<file path="config.mk">
export PLATFORM = sky130hd
export DESIGN_NAME = core_pwr_state_ctrl
export DESIGN_NICKNAME = d
export VERILOG_FILES = /design/src/rtl/cpsc_pkg.sv /design/src/rtl/cpsc_lat_table.sv /design/src/rtl/cpsc_down_counter.sv /design/src/rtl/cpsc_req_arbiter.sv /design/src/rtl/core_pwr_state_ctrl.sv
export SDC_FILE = /design/constraint.sdc
export NUM_CORES = 1
export LEC_CHECK = 0
export ABC_AREA = 1
export ABC_CLOCK_PERIOD_IN_PS = 3600
export CORE_UTILIZATION = 50
export CTS_CLUSTER_SIZE = 12
export DETAILED_ROUTE_END_ITERATION = 10
export PLACE_DENSITY_LB_ADDON = 0.25
export SLEW_MARGIN = 20
export SYNTH_ARGS = -nofsm -noshare
export SYNTH_HDL_FRONTEND = slang
export SYNTH_SLANG_ARGS = --single-unit
</file>
<file path="constraint.sdc">
create_clock -name clk -period 3.6 [get_ports clk]
set_input_delay 0.72 -clock clk [delete_from_list [all_inputs] [get_ports clk]]
set_output_delay 0.72 -clock clk [all_outputs]
set_load 0.02 [all_outputs]
</file>
<file path="src/rtl/cpsc_pkg.sv">
package cpsc_pkg;
  typedef enum logic [2:0] {
    ACT_NONE,
    ACT_ERR,
    ACT_SLEEP,
    ACT_WAKE,
    ACT_PERF,
    ACT_HIST
  } act_e;

  localparam logic [1:0] TBL_ENTRY = 2'd0;
  localparam logic [1:0] TBL_EXIT  = 2'd1;
  localparam logic [1:0] TBL_PAIR  = 2'd2;

  function automatic int unsigned idx_width(input int unsigned depth);
    return (depth > 1) ? $clog2(depth) : 1;
  endfunction
endpackage

</file>
<file path="src/rtl/cpsc_lat_table.sv">
module cpsc_lat_table #(
  parameter int DEPTH = 3,
  parameter int AW    = 2,
  parameter int W     = 8
) (
  input  logic          clk,
  input  logic          we,
  input  logic [AW-1:0] waddr,
  input  logic [W-1:0]  wdata,
  input  logic [AW-1:0] raddr,
  output logic [W-1:0]  rdata
);
  logic [W-1:0] mem [DEPTH];

  always_ff @(posedge clk) begin
    if (we && ({1'b0, waddr} < (AW+1)'(DEPTH))) begin
      mem[waddr] <= wdata;
    end
  end

  assign rdata = mem[raddr];
endmodule

</file>
<file path="src/rtl/cpsc_down_counter.sv">
module cpsc_down_counter #(
  parameter int W = 8
) (
  input  logic         clk,
  input  logic         rst,
  input  logic         load,
  input  logic [W-1:0] load_val,
  output logic         busy_o,
  output logic         last_o
);
  logic         busy_q;
  logic [W-1:0] cnt_q;

  always_ff @(posedge clk) begin
    if (rst) begin
      busy_q <= 1'b0;
      cnt_q  <= '0;
    end else if (load && !busy_q) begin
      busy_q <= 1'b1;
      cnt_q  <= load_val;
    end else if (busy_q) begin
      if (cnt_q == '0) begin
        busy_q <= 1'b0;
      end else begin
        cnt_q <= cnt_q - 1'b1;
      end
    end
  end

  assign busy_o = busy_q;
  assign last_o = busy_q && (cnt_q == '0);

  // a running count steps down by one each cycle and stays busy
  a_r6_count_step: assert property (@(posedge clk) disable iff (rst)
    (busy_q && cnt_q != '0) |=> (busy_q && cnt_q == $past(cnt_q) - 1'b1));

  // the arbiter never starts a transition while one is running
  a_r8_no_load_busy: assert property (@(posedge clk) disable iff (rst)
    load |-> !busy_q);
endmodule

</file>
<file path="src/rtl/cpsc_req_arbiter.sv">
module cpsc_req_arbiter
  import cpsc_pkg::*;
#(
  parameter int N_SLEEP = 3,
  parameter int N_PERF  = 3,
  parameter int CS_W    = 2,
  parameter int PS_W    = 2
) (
  input  logic            sleep_req,
  input  logic [CS_W-1:0] sleep_sel,
  input  logic            wake_req,
  input  logic            perf_req,
  input  logic [PS_W-1:0] perf_sel,
  input  logic [CS_W-1:0] cst_i,
  input  logic            busy_i,
  output act_e            act_o
);
  logic [1:0] n_req;
  logic       asleep;
  logic       depth_ok;
  logic       level_ok;

  always_comb begin
    n_req    = {1'b0, sleep_req} + {1'b0, wake_req} + {1'b0, perf_req};
    asleep   = (cst_i != '0);
    depth_ok = (sleep_sel != '0) && ({1'b0, sleep_sel} <= (CS_W+1)'(N_SLEEP));
    level_ok = ({1'b0, perf_sel} < (PS_W+1)'(N_PERF));
    act_o    = ACT_NONE;
    if (n_req != 2'd0) begin
      if (busy_i || n_req != 2'd1) begin
        act_o = ACT_ERR;
      end else if (sleep_req) begin
        act_o = (asleep || !depth_ok) ? ACT_ERR : ACT_SLEEP;
      end else if (wake_req) begin
        act_o = asleep ? ACT_WAKE : ACT_ERR;
      end else if (!level_ok) begin
        act_o = ACT_ERR;
      end else begin
        act_o = asleep ? ACT_HIST : ACT_PERF;
      end
    end
  end
endmodule

</file>
<file path="src/rtl/core_pwr_state_ctrl.sv">
module core_pwr_state_ctrl
  import cpsc_pkg::*;
#(
  parameter int N_SLEEP = 3,
  parameter int N_PERF  = 3,
  parameter int LAT_W   = 8,
  localparam int CS_W   = $clog2(N_SLEEP + 1),
  localparam int PS_W   = idx_width(N_PERF),
  localparam int SAW    = idx_width(N_SLEEP),
  localparam int PAW    = idx_width(N_PERF * N_PERF),
  localparam int IDX_W  = (SAW > PAW) ? SAW : PAW
) (
  input  logic             clk,
  input  logic             rst,
  input  logic             cfg_we,
  input  logic [1:0]       cfg_tbl,
  input  logic [IDX_W-1:0] cfg_idx,
  input  logic [LAT_W-1:0] cfg_lat,
  input  logic             sleep_req,
  input  logic [CS_W-1:0]  sleep_sel,
  input  logic             wake_req,
  input  logic             perf_req,
  input  logic [PS_W-1:0]  perf_sel,
  output logic [CS_W-1:0]  cstate_o,
  output logic [PS_W-1:0]  pstate_o,
  output logic [PS_W-1:0]  hist_o,
  output logic             busy_o,
  output logic             exec_en_o,
  output logic             req_err_o
);
  logic [CS_W-1:0]  cst_q;
  logic [PS_W-1:0]  pst_q;
  logic [PS_W-1:0]  hist_q;
  logic             exec_q;
  logic             err_q;
  logic             busy;
  logic             last;
  act_e             act;
  logic             load;
  logic [LAT_W-1:0] load_val;
  logic [CS_W-1:0]  sel_m1;
  logic [CS_W-1:0]  cst_m1;
  logic [PAW-1:0]   pair_raddr;
  logic [LAT_W-1:0] ent_lat;
  logic [LAT_W-1:0] ext_lat;
  logic [LAT_W-1:0] pair_lat;

  cpsc_req_arbiter #(
    .N_SLEEP(N_SLEEP), .N_PERF(N_PERF), .CS_W(CS_W), .PS_W(PS_W)
  ) u_arb (
    .sleep_req(sleep_req), .sleep_sel(sleep_sel), .wake_req(wake_req),
    .perf_req(perf_req), .perf_sel(perf_sel), .cst_i(cst_q),
    .busy_i(busy), .act_o(act)
  );

  assign sel_m1     = sleep_sel - CS_W'(1);
  assign cst_m1     = cst_q - CS_W'(1);
  assign pair_raddr = PAW'(pst_q) * PAW'(N_PERF) + PAW'(perf_sel);

  cpsc_lat_table #(.DEPTH(N_SLEEP), .AW(SAW), .W(LAT_W)) u_ent_tbl (
    .clk(clk), .we(cfg_we && cfg_tbl == TBL_ENTRY), .waddr(cfg_idx[SAW-1:0]),
    .wdata(cfg_lat), .raddr(sel_m1[SAW-1:0]), .rdata(ent_lat)
  );

  cpsc_lat_table #(.DEPTH(N_SLEEP), .AW(SAW), .W(LAT_W)) u_ext_tbl (
    .clk(clk), .we(cfg_we && cfg_tbl == TBL_EXIT), .waddr(cfg_idx[SAW-1:0]),
    .wdata(cfg_lat), .raddr(cst_m1[SAW-1:0]), .rdata(ext_lat)
  );

  cpsc_lat_table #(.DEPTH(N_PERF * N_PERF), .AW(PAW), .W(LAT_W)) u_pair_tbl (
    .clk(clk), .we(cfg_we && cfg_tbl == TBL_PAIR), .waddr(cfg_idx[PAW-1:0]),
    .wdata(cfg_lat), .raddr(pair_raddr), .rdata(pair_lat)
  );

  always_comb begin
    load = (act == ACT_SLEEP) || (act == ACT_WAKE) || (act == ACT_PERF);
    case (act)
      ACT_SLEEP: load_val = ent_lat;
      ACT_WAKE:  load_val = ext_lat;
      default:   load_val = pair_lat;
    endcase
  end

  cpsc_down_counter #(.W(LAT_W)) u_cnt (
    .clk(clk), .rst(rst), .load(load), .load_val(load_val),
    .busy_o(busy), .last_o(last)
  );

  always_ff @(posedge clk) begin
    if (rst) begin
      cst_q  <= '0;
      pst_q  <= '0;
      hist_q <= '0;
      exec_q <= 1'b1;
      err_q  <= 1'b0;
    end else begin
      err_q <= (act == ACT_ERR);
      case (act)
        ACT_SLEEP: begin
          cst_q  <= sleep_sel;
          hist_q <= pst_q;
          exec_q <= 1'b0;
        end
        ACT_WAKE: begin
          cst_q  <= '0;
          pst_q  <= hist_q;
          exec_q <= 1'b0;
        end
        ACT_PERF: begin
          pst_q  <= perf_sel;
          exec_q <= 1'b0;
        end
        ACT_HIST: hist_q <= perf_sel;
        default: begin
          if (last) exec_q <= (cst_q == '0);
        end
      endcase
    end
  end

  assign cstate_o  = cst_q;
  assign pstate_o  = pst_q;
  assign hist_o    = hist_q;
  assign busy_o    = busy;
  assign exec_en_o = exec_q;
  assign req_err_o = err_q;

  // execution is enabled only when running with no switch under way
  a_r2_exec_idle_run: assert property (@(posedge clk) disable iff (rst)
    exec_q |-> (cst_q == '0 && !busy));

  // a sleep depth is only ever left towards the running state
  a_r4_no_sleep_hop: assert property (@(posedge clk) disable iff (rst)
    (cst_q != '0) |=> (cst_q == '0 || $stable(cst_q)));

  // arriving in the running state restores the saved level
  a_r5_wake_restore: assert property (@(posedge clk) disable iff (rst)
    ($past(cst_q) != '0 && cst_q == '0) |-> (pst_q == $past(hist_q)));

  // a refused request leaves the visible state untouched
  a_r8_err_freeze: assert property (@(posedge clk) disable iff (rst)
    err_q |-> ($stable(cst_q) && $stable(pst_q) && $stable(hist_q)));
endmodule

</file>
# Word-level counts from Yosys, hierarchy flattened
# Memories as Yosys holds them, arrays and structs flattened.
# Cells that the tools add are included.
word_totals:
  register_bits: 17
  ram_bits: 120
  inputBits: 24
  out_inout_bits: 9
  elab_cells: 84
  mem_count: 3
classes:
  addsub: 6
  n_mul: 1
  magnitude_cmp: 3
  eq_ne: 9
  n_mux: 26
  bitwise_logic: 1
  reduce_logical: 28
mem_list:
  columns: ["name", "words", "word_bits", "rd", "rd_clocked_by_memory_dff", "write_ports", "line", "text"]
  rows:
  - ["u_pair_tbl.mem", 9, 8, 1, 0, 1, "cpsc_lat_table.sv:13", "logic [W-1:0] mem [DEPTH];"]
  - ["u_ent_tbl.mem", 3, 8, 1, 0, 1, "cpsc_lat_table.sv:13", null]
  - ["u_ext_tbl.mem", 3, 8, 1, 0, 1, "cpsc_lat_table.sv:13", null]
ops:
  columns: ["op", "n"]
  rows:
  - ["$mux W8", 3]
  - ["$pmux W8 S2", 1]
  - ["$reduce_bool A2 Y1", 8]
  - ["$mux W3", 5]
  - ["$pmux W2 S2", 3]
  - ["$mux W1", 11]
  - ["$logic_and A1 B1 Y1", 8]
  - ["$logic_not A8 Y1", 1]
  - ["$sub A8 B1 Y8 const B", 1]
  - ["$eq A3 B2 Y1 const B", 2]
  - ["$eq A3 B3 Y1 const B", 2]
  - ["$add A4 B2 Y4", 1]
  - ["$logic_not A2 Y1", 2]
  - ["$logic_or A1 B1 Y1", 4]
  - ["$lt A2 B2 Y1 const B", 2]
  - ["$lt A4 B4 Y1 const B", 1]
  - ["$mul A2 B2 Y4 const B", 1]
  - ["$mux W2", 2]
  - ["$ne A2 B1 Y1 const B", 2]
  - ["$reduce_and A2 Y1", 2]
  - ["$sub A2 B1 Y2 const B", 2]
  - ["$eq A3 B1 Y1 const B", 1]
  - ["$reduce_or A3 Y1", 1]
  - ["$add A1 B1 Y2", 1]
  - ["6 further kinds", 7]

# Longest topological paths before layout
depth:
  depth_word: 13
  ltp_mapped: 15
  ltp_nobuf: 13

# Modules after synthesis
# Synthesis repeated with hierarchy kept, for this count alone.
unflattened:
  hier_cells: 727
  hier_area_um2: 6577.6
modules_own_cells:
  columns: ["module", "n_inst", "cells_each", "area_per_inst_um2", "seq_area_each_um2"]
  rows:
  - ["cpsc_lat_table at u_pair_tbl", 1, 303, 3153.0, 2162.1]
  - ["cpsc_lat_table at u_ent_tbl ...", 2, 90, 985.9, 720.7]
  - ["core_pwr_state_ctrl", 1, 115, 684.4, 160.2]
  - ["cpsc_down_counter", 1, 102, 638.1, 180.2]
  - ["cpsc_req_arbiter", 1, 27, 130.1, 0.0]

# Least setup slack after synthesis
# OpenSTA, ideal clock, no wires.
synth_path:
  path_type: "input port to flip-flop"
  start: "input perf_sel[1]"
  end: "register u_cnt.cnt_q[0]"
  setup_ns: 0.117
  t_arrival_ns: 2.704
  t_required_ns: 3.483
  path_slack_ns: 0.779
  path_stages: 11
  path_buffers: 1
  cell_sequence: "fa_1 ha_1 fa_1 clkbuf_1 inv_1 nand3_1 nand3_1 nand3_1 nand3_1 a21oi_1 nor2_1"
synth_between:
  elab_chain_cells: 12
  word_cells_on_any_way: 19
  cone_classes: "1 x add/sub; 1 x order compare; 4 x eq/ne; 7 x mux; 5 x reduce/logical; 1 x memory"
synth_rtl:
  columns: ["item", "line", "text"]
  rows:
  - ["start, declared", "core_pwr_state_ctrl.sv:23", "input logic [PS_W-1:0] perf_sel,"]
  - ["$lt A2 B2 Y1", "cpsc_req_arbiter.sv:27", "level_ok = ({1'b0, perf_sel} < (PS_W+1)'(N_PERF));"]
  - ["$mux W3", "cpsc_req_arbiter.sv:36", "end else if (!level_ok) begin"]
  - ["$mux W3", "cpsc_req_arbiter.sv:34", "end else if (wake_req) begin"]
  - ["$mux W3", "cpsc_req_arbiter.sv:32", "end else if (sleep_req) begin"]
  - ["$mux W3", "cpsc_req_arbiter.sv:30", "if (busy_i || n_req != 2'd1) begin"]
  - ["$mux W3", "cpsc_req_arbiter.sv:29", "if (n_req != 2'd0) begin"]
  - ["$eq A3 B2 Y1", "core_pwr_state_ctrl.sv:76, core_pwr_state_ctrl.sv:77", null]
  - ["$logic_or A1 B1 Y1 (2 in series)", "core_pwr_state_ctrl.sv:76", "load = (act == ACT_SLEEP) || (act == ACT_WAKE) || (act == ACT_PERF);"]
  - ["$logic_and A1 B1 Y1", "cpsc_down_counter.sv:18", "end else if (load && !busy_q) begin"]
  - ["$ne A2 B1 Y1 (no source line) / $reduce_bool A2 Y1 (equally long branches)", null, null]
  - ["$reduce_and A2 Y1 (no source line)", null, null]
  - ["end signal, assigned", "cpsc_down_counter.sv:20", "cnt_q <= load_val;"]
  - ["end signal, assigned", "cpsc_down_counter.sv:25", "cnt_q <= cnt_q - 1'b1;"]
  - ["end, declared", "cpsc_down_counter.sv:12", "logic [W-1:0] cnt_q;"]
# Several ways; a longest one is shown, not always the timed one.
# A chain may end at the register's enable or synchronous reset.

# Worst setup path in the final report
layout_path:
  start: "input perf_sel[1]"
  end: "register u_cnt.cnt_q[2]"
# Same word-level chain as after synthesis.

==> results.md <==
- Status: complete, but fails checks
- Failing checks: design-rule violations
- Fillers: 919
- WL final: 13900 um
- Met3 WL: 869 um
- # hold bufs at CTS: 0
- Cells after DPL: 754
- Sw power: just under 1 mW
- CP max FO: 8
- Syn Nets: 614
- Tcrit/Tclk final: 84.0%
- DP Worst Slack: 0.166 ns
- DR vias: 4359
- Routed wire length per instance: 17.6 um
- # setup viols final: 0
- Yosys reg bits: 137
- Worst-Margin Slew: about 0.8 ns
- Core area: 0.0116 mm^2
- Seq pwr share: 45.2%
- TritonCTS buffer count: 17
- Final Hold Viols: 0
- Share of post-route cells with drive strength above 1: 11.0%
- P_leak: 2.74 nW
- Slew Limit Fails: 0
- Setup Buffers After CTS: 0
- Non-Filler Instances: about 790
- DRC viols: 2
- WS Path Type: in2reg
- Met2 WL: 6520 um
- Internal cell power: 2.95 mW
- Post-synth top area share: between 50% and 60%
- Distinct cells, synth: 30
- Post-synthesis sequential area ratio: roughly 65%
- Maximum VDD drop: about 320 uV
- Clock tree buffer depth: 2
- Sink Count: 137
- DRT Pass-1 Iters: 8
- Critical Path Sink Type: flop
- Clock power share: 43.7%
- Worst Skew: 0.00694 ns
- GP Congestion: 0.891
- Slew headroom: between 40 and 50%
- Vias in the first global route: about 4200
- Largest net degree at the start of global routing: 33
- Maximum clock rate: 331 MHz
- Min setup slack post-route: 0.577 ns
- GRT Total Usage: about a quarter
- Drt via density: 5.55
- Gates resized, CTS repair: 0
- Layout Nets: between 600 and 700
- WP data required: ~3.9 ns
- Post-route total power: 3.94 mW
- Antenna Violating Nets Remaining: 0
- Initial antenna violation count: 0
- Pwr dens: 546 mW/mm^2
- Die Y: 112 um
- # diodes: 0
- Top cells by area, synth: edfxtp_1 (59%), nand2_1 (8.7%), nand3_1 (7.7%)
- Mapped cell area: around 0.0061 mm^2
- Initial DRC count: approximately 480
- Top Layer Used: met4
- CTS tree: done
- CTS H-tree lvls: 4
- Area Growth Syn to Fin: 18.8%
- Combinational share of power: a little over a tenth
- Worst hold path type: reg2reg
- M1 WL: 6020 um
- Largest area contributor in the netlist: edfxtp_1
- I/O pin count: 33
- RSZ-0062 raised after global routing: no
- CP arrival: between 3 and 4 ns
- Die width: 112 um
- Yosys warning count: 0
- Post-Synthesis Cells: 582
- Placed wire-length estimate: 9270 um
- Fin crit period: 3.02 ns
- Standard-cell rows: 39
- GRT overflow: 0
- Switching Share: ~25%
- Worst skew pair latency: roughly 0.43 ns
- Crit path launch type: primary input
- Syn Area/Cell: 10.4 um^2
- Setup_tns: 0 ns
- Root Buffer: clkbuf_16
- Reg clk slew, reported paths: about 0.06 ns
- Area of the die: 0.0126 mm^2
- IO Port Bufs: 32
- First-pass GRT wire length: 22100 um
- Initial Util: 52.3%
- MaxCap Viol Count: 0
## registers in the layout, indices dropped and copies added (netlist names)
name / count
u_ext_tbl.mem: 24
hist_o: 2
cstate_o: 2
pstate_o: 2
exec_en_o: 1
u_cnt.busy_o: 1
u_pair_tbl.mem: 72
u_ent_tbl.mem: 24
req_err_o: 1
u_cnt.cnt_q: 8
## routing by layer
layer  vias to the layer above  track usage [%]
met5                         -                0
li1                       2106                -
met1                      2038             31.8
met4                         0             11.4
met2                       171             36.9
met3                        44             6.37
## cells in the mapped netlist, drive strengths merged
cell type	count
xor2	1
xnor2	5
or2	9
ha	5
nand4	13
nand3	93
clkinv	2
nand3b	1
nor3	9
clkbuf	9
buf	12
o21ai	24
inv	54
nand2	145
a21oi	11
a31oi	5
o21bai	1
dfxtp	17
o22ai	7
edfxtp	120
fa	3
nor2	34
nor4	2
## power groups by stage
stage               combinational, mW  sequential, mW  clock, mW
CTS                             0.431            1.78       1.74
global route                    0.486            1.79       1.80
floorplan                       0.277            1.82          0
detailed placement              0.427            1.82          0
finish                          0.435            1.78       1.72
global placement                0.422            1.82          0
## critical path, cell delays in order
cell             delay, ns
clkdlybuf4s50_1       0.51
fa_1                  0.52
ha_1                  0.22
fa_1                  0.58
inv_1                 0.16
nand3_1               0.13
nand3_1               0.08
nand2_1               0.09
nand4_1               0.15
nand2_1               0.09
a21oi_1               0.05
## kinds of logic after synthesis
logic type	share of synthesized area, %
AO/OA/AOI/OAI	4.30
XOR/XNOR	0.865
adder cells (fa/ha/maj)	2.02
buffers and inverters	5.11
flip-flops	64.9
AND/OR/NAND/NOR	22.8
## cell usage in the layout (no fill, tap or decap), drive strengths merged
| master | instances |
|---|---|
| o21ai | 24 |
| edfxtp | 120 |
| clkinv | 6 |
| clkbuf | 18 |
| buf | 18 |
| inv | 59 |
| o21bai | 1 |
| dfxtp | 17 |
| nand4 | 13 |
| nand2 | 145 |
| fa | 3 |
| a21oi | 11 |
| o22ai | 7 |
| xor2 | 1 |
| or2 | 9 |
| clkinvlp | 3 |
| nand3 | 93 |
| xnor2 | 5 |
| bufinv | 2 |
| nand3b | 1 |
| nor2 | 34 |
| a31oi | 5 |
| ha | 5 |
| clkdlybuf4s50 | 32 |
| nor3 | 9 |
| nor4 | 2 |
## stage by stage
step / area (um^2) / utilization, % / hold slack, ns
2_1_floorplan: 6080 / - / 0.472
3_3_place_gp: 6610 / 56.9 / 0.474
3_5_place_dp: 6610 / 56.9 / 0.478
4_1_cts: 7210 / 62.0 / 0.491
5_1_grt: 7220 / 62.2 / 0.509
6_report: 7220 / 62.2 / 0.490
## layout make-up
class                   instances  area [um^2]  area share, %
inverters                      56          210           2.91
multi-input cells             368         1840           25.5
clock inverters                14          164           2.27
flip-flops and latches        137         3940           54.6
clock buffers                  18          429           5.94
well taps                     143          179           2.48
repair buffers                 50          455           6.31
## worst paths after layout
path | from | endpoint | slack (ns) | depth (start not counted)
worst max-delay path | perf_sel[1] | u_cnt.cnt_q[2]$_SDFFE_PP0P_ | 0.58 | 11
worst min-delay path | exec_en_o$_SDFFE_PP1P_ | exec_en_o$_SDFFE_PP1P_ | 0.49 | 2
worst max register to register | pstate_o[1]$_SDFFE_PP0P_ | u_cnt.cnt_q[2]$_SDFFE_PP0P_ | 0.98 | 10
worst min register to register | exec_en_o$_SDFFE_PP1P_ | exec_en_o$_SDFFE_PP1P_ | 0.49 | 2
(Power assumes the default switching activity.)
